### src/rtl/rx_seq_pkg.sv
// Package: shared mode encoding for the polling receiver sequencer.
// Assumes: two-bit mode bus seen by neighbouring logic uses these values.
package rx_seq_pkg;

    typedef enum logic [1:0] {
        RXM_SLEEP   = 2'd0,
        RXM_STARTUP = 2'd1,
        RXM_BITCHK  = 2'd2,
        RXM_RECEIVE = 2'd3
    } rx_mode_e;

endpackage

### src/rtl/rx_ovr_filter.sv
// Module: rx_ovr_filter
// Synchronizes the active-low override pin. It raises force_on once the pin
// has been seen low for ON_DLY cycles. It pulses rel_pulse OFF_DLY cycles
// after a synchronized rising edge.
// Assumes: ON_DLY >= 1, OFF_DLY >= 0; the pin is asynchronous to clk.
module rx_ovr_filter #(
    parameter int ON_DLY  = 4,
    parameter int OFF_DLY = 3
) (
    input  logic clk,
    input  logic rst_n,
    input  logic pin_n,
    output logic force_on,
    output logic rel_pulse
);
    localparam int ON_W  = $clog2(ON_DLY + 1);
    localparam int OFF_W = $clog2(OFF_DLY + 2);

    logic [2:0]       sync_q;
    logic             synced;
    logic             prev;
    logic             rise;
    logic [ON_W-1:0]  hold_cnt;
    logic [OFF_W-1:0] rel_cnt;
    logic             rel_pend;

    assign synced = sync_q[1];
    assign prev   = sync_q[2];
    assign rise   = synced & ~prev;

    // Two-flop synchronizer plus one delayed copy for edge detection.
    always_ff @(posedge clk) begin
        if (!rst_n) sync_q <= 3'b111;
        else        sync_q <= {sync_q[1:0], pin_n};
    end

    // Count consecutive synchronized-low cycles, saturating at ON_DLY.
    always_ff @(posedge clk) begin
        if (!rst_n)                           hold_cnt <= '0;
        else if (synced)                      hold_cnt <= '0;
        else if (hold_cnt != ON_W'(ON_DLY))   hold_cnt <= hold_cnt + 1'b1;
    end

    assign force_on = (hold_cnt == ON_W'(ON_DLY));

    // Time the release delay that follows a synchronized rising edge.
    always_ff @(posedge clk) begin
        if (!rst_n) begin
            rel_pend <= 1'b0;
            rel_cnt  <= '0;
        end else if (rise) begin
            rel_pend <= 1'b1;
            rel_cnt  <= '0;
        end else if (!synced) begin
            rel_pend <= 1'b0;
        end else if (rel_pend) begin
            if (rel_pulse) rel_pend <= 1'b0;
            else           rel_cnt  <= rel_cnt + 1'b1;
        end
    end

    assign rel_pulse = rel_pend && (rel_cnt == OFF_W'(OFF_DLY));

endmodule

### src/rtl/rx_down_timer.sv
// Module: rx_down_timer
// A loadable down-counter. done is high while the count is zero and hold is
// low. During reset the counter takes load_val, so that the first period is
// already armed when reset is released.
// Assumes: load_val is stable while reset is applied.
module rx_down_timer #(
    parameter int W = 7
) (
    input  logic         clk,
    input  logic         rst_n,
    input  logic         load,
    input  logic [W-1:0] load_val,
    input  logic         hold,
    output logic         done
);
    logic [W-1:0] cnt;

    // Load on request, otherwise count down to zero unless held.
    always_ff @(posedge clk) begin
        if (!rst_n || load)            cnt <= load_val;
        else if (cnt != '0 && !hold)   cnt <= cnt - 1'b1;
    end

    assign done = (cnt == '0) && !hold;

endmodule

### src/rtl/rx_mode_fsm.sv
// Module: rx_mode_fsm
// The four-state mode controller. It produces one-cycle load strobes for the
// sleep and start-up timers on entry to those states.
// Assumes: timer done inputs are only meaningful in their own state.
module rx_mode_fsm
    import rx_seq_pkg::*;
(
    input  logic     clk,
    input  logic     rst_n,
    input  logic     force_on,
    input  logic     rel_pulse,
    input  logic     sleep_done,
    input  logic     start_done,
    input  logic     chk_bypass,
    input  logic     chk_pass,
    input  logic     chk_fail,
    output rx_mode_e state,
    output logic     load_sleep,
    output logic     load_start
);
    rx_mode_e nxt;

    // Next-state selection; the override has priority over the programmed flow.
    always_comb begin
        nxt = state;
        unique case (state)
            RXM_SLEEP:   if (force_on || sleep_done) nxt = RXM_STARTUP;
            RXM_STARTUP: if (start_done)
                             nxt = (force_on || chk_bypass) ? RXM_RECEIVE : RXM_BITCHK;
            RXM_BITCHK:  if (force_on || chk_pass) nxt = RXM_RECEIVE;
                         else if (chk_fail)        nxt = RXM_SLEEP;
            RXM_RECEIVE: if (rel_pulse) nxt = RXM_SLEEP;
            default:     nxt = RXM_SLEEP;
        endcase
    end

    // State register.
    always_ff @(posedge clk) begin
        if (!rst_n) state <= RXM_SLEEP;
        else        state <= nxt;
    end

    assign load_sleep = (state != RXM_SLEEP)   && (nxt == RXM_SLEEP);
    assign load_start = (state != RXM_STARTUP) && (nxt == RXM_STARTUP);

endmodule

### src/rtl/polling_mode_seq.sv
// Module: polling_mode_seq (top)
// Polling receiver mode sequencer: sleep, start-up, bit check, receiving.
// It has an active-low override and a park code (all-ones sleep code).
// Assumes: chk_pass/chk_fail come from a bit checker that runs while
// bitchk_en is high; sleep_code is stable during reset.
module polling_mode_seq
    import rx_seq_pkg::*;
#(
    parameter int CODE_W      = 5,
    parameter int CNT_W       = 4,
    parameter int SLEEP_UNIT  = 4,
    parameter int STARTUP_CYC = 6,
    parameter int ON_DLY      = 4,
    parameter int OFF_DLY     = 3
) (
    input  logic             clk,
    input  logic             rst_n,
    input  logic             force_rx_n,
    input  logic [CODE_W-1:0] sleep_code,
    input  logic [CNT_W-1:0] check_count,
    input  logic             chk_pass,
    input  logic             chk_fail,
    output logic [1:0]       mode,
    output logic             startup_en,
    output logic             bitchk_en
);
    localparam int SLP_W = $clog2((2 ** CODE_W) * SLEEP_UNIT);
    localparam int ST_W  = $clog2(STARTUP_CYC + 1);
    localparam logic [CODE_W-1:0] PARK_CODE = '1;

    rx_mode_e         state;
    logic             force_on;
    logic             rel_pulse;
    logic             sleep_done;
    logic             start_done;
    logic             load_sleep;
    logic             load_start;
    logic             park_q;
    logic             chk_bypass;
    logic [SLP_W-1:0] sleep_load;

    assign sleep_load = SLP_W'((32'(sleep_code) + 32'd1) * 32'(SLEEP_UNIT) - 32'd1);
    assign chk_bypass = (check_count == '0);

    rx_ovr_filter #(.ON_DLY(ON_DLY), .OFF_DLY(OFF_DLY)) u_ovr (
        .clk(clk), .rst_n(rst_n), .pin_n(force_rx_n),
        .force_on(force_on), .rel_pulse(rel_pulse)
    );

    // Remember whether the current sleep period is the parked variant.
    always_ff @(posedge clk) begin
        if (!rst_n || load_sleep) park_q <= (sleep_code == PARK_CODE);
    end

    rx_down_timer #(.W(SLP_W)) u_sleep_tmr (
        .clk(clk), .rst_n(rst_n), .load(load_sleep),
        .load_val(sleep_load), .hold(park_q), .done(sleep_done)
    );

    rx_down_timer #(.W(ST_W)) u_start_tmr (
        .clk(clk), .rst_n(rst_n), .load(load_start),
        .load_val(ST_W'(STARTUP_CYC - 1)), .hold(1'b0), .done(start_done)
    );

    rx_mode_fsm u_fsm (
        .clk(clk), .rst_n(rst_n), .force_on(force_on), .rel_pulse(rel_pulse),
        .sleep_done(sleep_done), .start_done(start_done), .chk_bypass(chk_bypass),
        .chk_pass(chk_pass), .chk_fail(chk_fail), .state(state),
        .load_sleep(load_sleep), .load_start(load_start)
    );

    assign mode       = state;
    assign startup_en = (state == RXM_STARTUP);
    assign bitchk_en  = (state == RXM_BITCHK);

endmodule

### config.mk
export PLATFORM = sky130hd
export DESIGN_NAME = polling_mode_seq
export DESIGN_NICKNAME = d
export VERILOG_FILES = /design/src/rtl/rx_seq_pkg.sv /design/src/rtl/rx_ovr_filter.sv /design/src/rtl/rx_down_timer.sv /design/src/rtl/rx_mode_fsm.sv /design/src/rtl/polling_mode_seq.sv
export SDC_FILE = /design/constraint.sdc
export NUM_CORES = 1
export LEC_CHECK = 0
export BUFFER_PORTS_ARGS = -buffer_cell sky130_fd_sc_hd__buf_2
export CAP_MARGIN = 10
export CORE_UTILIZATION = 40
export DETAILED_ROUTE_END_ITERATION = 12
export PLACE_DENSITY = 0.58
export SYNTH_ARGS = -nofsm -noshare
export SYNTH_HDL_FRONTEND = slang
export SYNTH_SLANG_ARGS = --single-unit
### constraint.sdc
create_clock -name clk -period 2.35 [get_ports clk]
set_clock_uncertainty 0.15 [all_clocks]
set_input_delay 0.3525 -clock clk [delete_from_list [all_inputs] [get_ports clk]]
set_output_delay 0.3525 -clock clk [all_outputs]
set_load 0.02 [all_outputs]
==> metrics.log <==
INFO  metric outcome = completed
INFO  metric slowest_stage = sky130_fd_sc_hd__dfxtp_1
INFO  metric ir_drop = 0.201 mV
INFO  metric max_clock_freq = 0.477 GHz
INFO  metric global_route.usage.total = 15.2%
INFO  metric report.power.total = 0.786 mW
INFO  metric synth_warnings = 0
INFO  metric synth_seq_cells = 23
INFO  metric total_area_of_multi_input_combinational_cells = 681 um^2
INFO  metric nNetsFinal = 175
INFO  metric layout_common_cells = sky130_fd_sc_hd__buf_2 (17), sky130_fd_sc_hd__nor2_1 (15), sky130_fd_sc_hd__dfxtp_1 (15)
INFO  metric tritoncts = built
INFO  metric critical_path.max_fanout = 9
INFO  metric cts_root_buf = sky130_fd_sc_hd__clkbuf_4
INFO  metric worst_pin_slew = 0.416 ns
INFO  metric synth-async-reset-ratio = 0%
INFO  metric cp-end-kind = flop
INFO  metric gpl.final_weighted_congestion = 0.807
INFO  metric switchingPower = 0.207 mW
INFO  metric layout.area.seq = 541 um^2
INFO  metric antenna_violations_before_repair = 0
INFO  metric hp-start = force_rx_n
INFO  metric post_synth_instance_area = 1270 um^2
INFO  metric clk_latency = 0.30 ns
INFO  metric seq_area_frac_synth = 42.6%
INFO  metric number_of_sinks_handled_by_clock_tree_synthesis = 23
INFO  metric clkSlewWorstSetupHoldPaths = 0.13 ns
INFO  metric route.detailed.drc = 0
INFO  metric critical_path.startpoint_type = flop
INFO  metric critical_path_class = reg2reg
INFO  metric holdPathEnd = u_ovr.sync_q[0]$_SDFF_PN1_
INFO  metric areaGrowthSynthToFinish = 13.1%
INFO  metric cap_violations = 0
INFO  metric holdCritPathClass = in2reg
INFO  metric hpwl = 1.76 mm
INFO  metric setup_viol = 0
INFO  metric path_common_cell = sky130_fd_sc_hd__ha_1
INFO  metric die-area = 3400 um^2
INFO  metric ctsHoldBuffers = 0
INFO  metric pwr-share-comb = 16.9%
INFO  metric floorplan.die.height = 58.3 um
INFO  metric dr.first_iter.drc_count = 47
INFO  metric syn-instance-count = 130
INFO  metric n_fill_cell = 286
INFO  metric grt_max_degree = 14
INFO  metric swShare = 26.3%
INFO  metric relative_slew_margins = 72.0%
INFO  metric globalRoute.totalOverflow = 0
INFO  metric worstReg2RegStart = u_ovr.rel_cnt[0]$_SDFFE_PP0P_
INFO  metric final_antenna_net_count = 0
INFO  metric power_frac_clock = 23.1%
INFO  metric h-tree-depth = 1
INFO  metric placementRows = 20
INFO  metric floorplan.initialDensity = 41.9%
INFO  metric timing.critical_path.arrival = 2.02 ns
INFO  metric synth.avg_cell_area = 9.75 um^2
INFO  metric crit-reg2reg-capture = u_sleep_tmr.cnt[4]$_DFFE_PP_
INFO  metric final_min_period_over_clock_period = 89.2%
INFO  metric ff2ff_path_depth = 6
INFO  metric crit_chain = ha_1, ha_1, and3_1, o21ai_1, o21a_2, mux2_4
INFO  metric dieWidth = 58.3 um
INFO  metric via_count = 948
INFO  metric dr.pass1.iters = 4
INFO  metric drt_wl_total = 2.18 mm
INFO  metric num_antenna_cells = 0
INFO  metric ys_types = 35
INFO  metric power.density_cell_area = 548 nW/um^2
INFO  metric internal_power_consumption = 0.579 mW
INFO  metric power.leakage = 0.626 nW
INFO  metric first_global_vias = 937
INFO  metric critPathMaxStageDelay = 0.34 ns
INFO  metric grt_pass1_wl = 3.97 mm
INFO  metric layout_commonest_cell = sky130_fd_sc_hd__buf_2
INFO  metric design.portCount = 18
INFO  metric hold_viol_final = 0
INFO  metric postSynthNetCount = 154
INFO  metric synth_enable_flop_cells = 8
INFO  metric dominantRegCellSynth = sky130_fd_sc_hd__dfxtp_1
INFO  metric fraction_of_power_consumed_by_sequential_logic = 60.0%
INFO  metric core-area = 3030 um^2
INFO  metric period_needed = 2.10 ns
INFO  metric timing.final.max_slew_violations = 0
INFO  metric setup_total_negative_slack = 0 ns
INFO  metric cts_inserted_buffers = 3
INFO  metric clockBufferDepth = 2
INFO  metric min_path_cells = 2
INFO  metric final.hold.worst_slack = 0.0665 ns
INFO  metric regToRegSetupSlack = 0.25 ns
INFO  metric crit_required = 2.28 ns
INFO  metric post_route_worst_setup_slack = 0.253 ns
INFO  metric avgViaCountPerCell = 4.89
INFO  metric rsz_0062_raised_after_global_routing = false
INFO  metric port_buffers = 17
INFO  metric post_drt_wl_per_cell = 11.2 um
INFO  metric fraction_of_layout_instances_using_a_drive_strength_above_1 = 18.0%
INFO  metric pre_cts_ws = 0.128 ns
[stage by stage]
stage | utilization, % | std cells | instance area [um^2]
finish | 47.4 | 194 | 1430
global placement | 46.2 | 190 | 1400
CTS | 47.1 | 194 | 1430
floorplan | - | 130 | 1270
global route | 47.4 | 194 | 1430
detailed placement | 46.2 | 190 | 1400
[metal layers]
layer  up-vias  wire length, um  track usage [%]  part of all wire, %
met5         -                0                0                    0
met4         0               31             6.12                  1.4
met3         4               74             2.64                  3.4
met2        20             1050             25.9                   48
met1       432             1030             19.2                   47
li1        492                -                -                    -
[sequential cells by signal, summed over array words and instances (netlist names)]
name / count
park_q: 1
u_fsm.state: 2
u_ovr.hold_cnt: 3
u_ovr.rel_cnt: 3
u_ovr.rel_pend: 1
u_ovr.sync_q: 3
u_sleep_tmr.cnt: 7
u_start_tmr.cnt: 3
[Yosys cell counts (all sizes together) (3+ instances only)]
cell    instances  area share, %
a21oi           6            2.4
mux2i           3            2.4
nand3b          3            1.8
edfxtp          8             19
ha             10            9.9
nand2           7            2.1
xnor2           5            3.5
dfxtp          15             24
nor2b           4            2.0
inv            10            3.0
nand2b          7            3.5
nor3            3            1.6
o21ai           3            1.2
and3            6            3.0
xor2            4            2.8
nor2           15            4.4
[critical path, delay by kind of cell, from the launching register on]
family | cells | cell delay (ns)
flops | 1 | 0.34
compound gates | 2 | 0.49
mux | 1 | 0.32
fa+ha+maj | 2 | 0.38
simple gates | 1 | 0.17
[worst max path at each step]
| stage | to | slack, ns | from | cells after the start |
|---|---|---|---|---|
| floorplan | u_sleep_tmr.cnt[0]$_SDFFCE_PP1P_ | 0.25 | u_ovr.hold_cnt[0]$_SDFFE_PP0P_ | 7 |
| global placement | u_sleep_tmr.cnt[4]$_DFFE_PP_ | 0.19 | u_ovr.rel_cnt[0]$_SDFFE_PP0P_ | 6 |
| detailed placement | u_sleep_tmr.cnt[4]$_DFFE_PP_ | 0.13 | u_ovr.rel_cnt[0]$_SDFFE_PP0P_ | 6 |
| CTS | u_sleep_tmr.cnt[3]$_DFFE_PP_ | 0.11 | u_ovr.rel_cnt[0]$_SDFFE_PP0P_ | 7 |
| global route | u_sleep_tmr.cnt[4]$_DFFE_PP_ | 0.10 | u_ovr.hold_cnt[0]$_SDFFE_PP0P_ | 7 |
| finish | u_sleep_tmr.cnt[4]$_DFFE_PP_ | 0.25 | u_ovr.rel_cnt[0]$_SDFFE_PP0P_ | 6 |
[power groups by stage]
stage,Combinational (mW),Clock [mW],Sequential [mW]
6_report,0.133,0.181,0.472
5_1_grt,0.152,0.207,0.478
4_1_cts,0.134,0.190,0.472
3_5_place_dp,0.132,0,0.481
3_3_place_gp,0.128,0,0.480
2_1_floorplan,0.101,0,0.475
[cell type report]
type	instances	area share, %
multi-input combinational	95	47.5
sequential	23	37.7
timing repair buffer	18	6.46
tap	44	3.84
inverter	10	2.62
clock buffer	3	1.57
clock inverter	1	0.349
[cells by family (layout without fill, tap and decap cells)]
group / Yosys count / count (layout) / share of synthesized area (%)
buffers and inverters: 12 / 32 / 4.15
multiplexers: 5 / 5 / 4.74
adder cells (fa/ha/maj): 10 / 10 / 9.87
flip-flops: 23 / 23 / 42.6
AO/OA/AOI/OAI: 22 / 22 / 11.7
XOR/XNOR: 9 / 9 / 6.22
AND/OR/NAND/NOR: 49 / 49 / 20.6
[what timing repair did]
action                                 CTS  global route
setup buffers                            0             0
setup endpoints to repair                0            10
resized for setup                        0             2
endpoints found under the hold margin    0             0
Note: power is estimated with default switching activity, not from simulation.
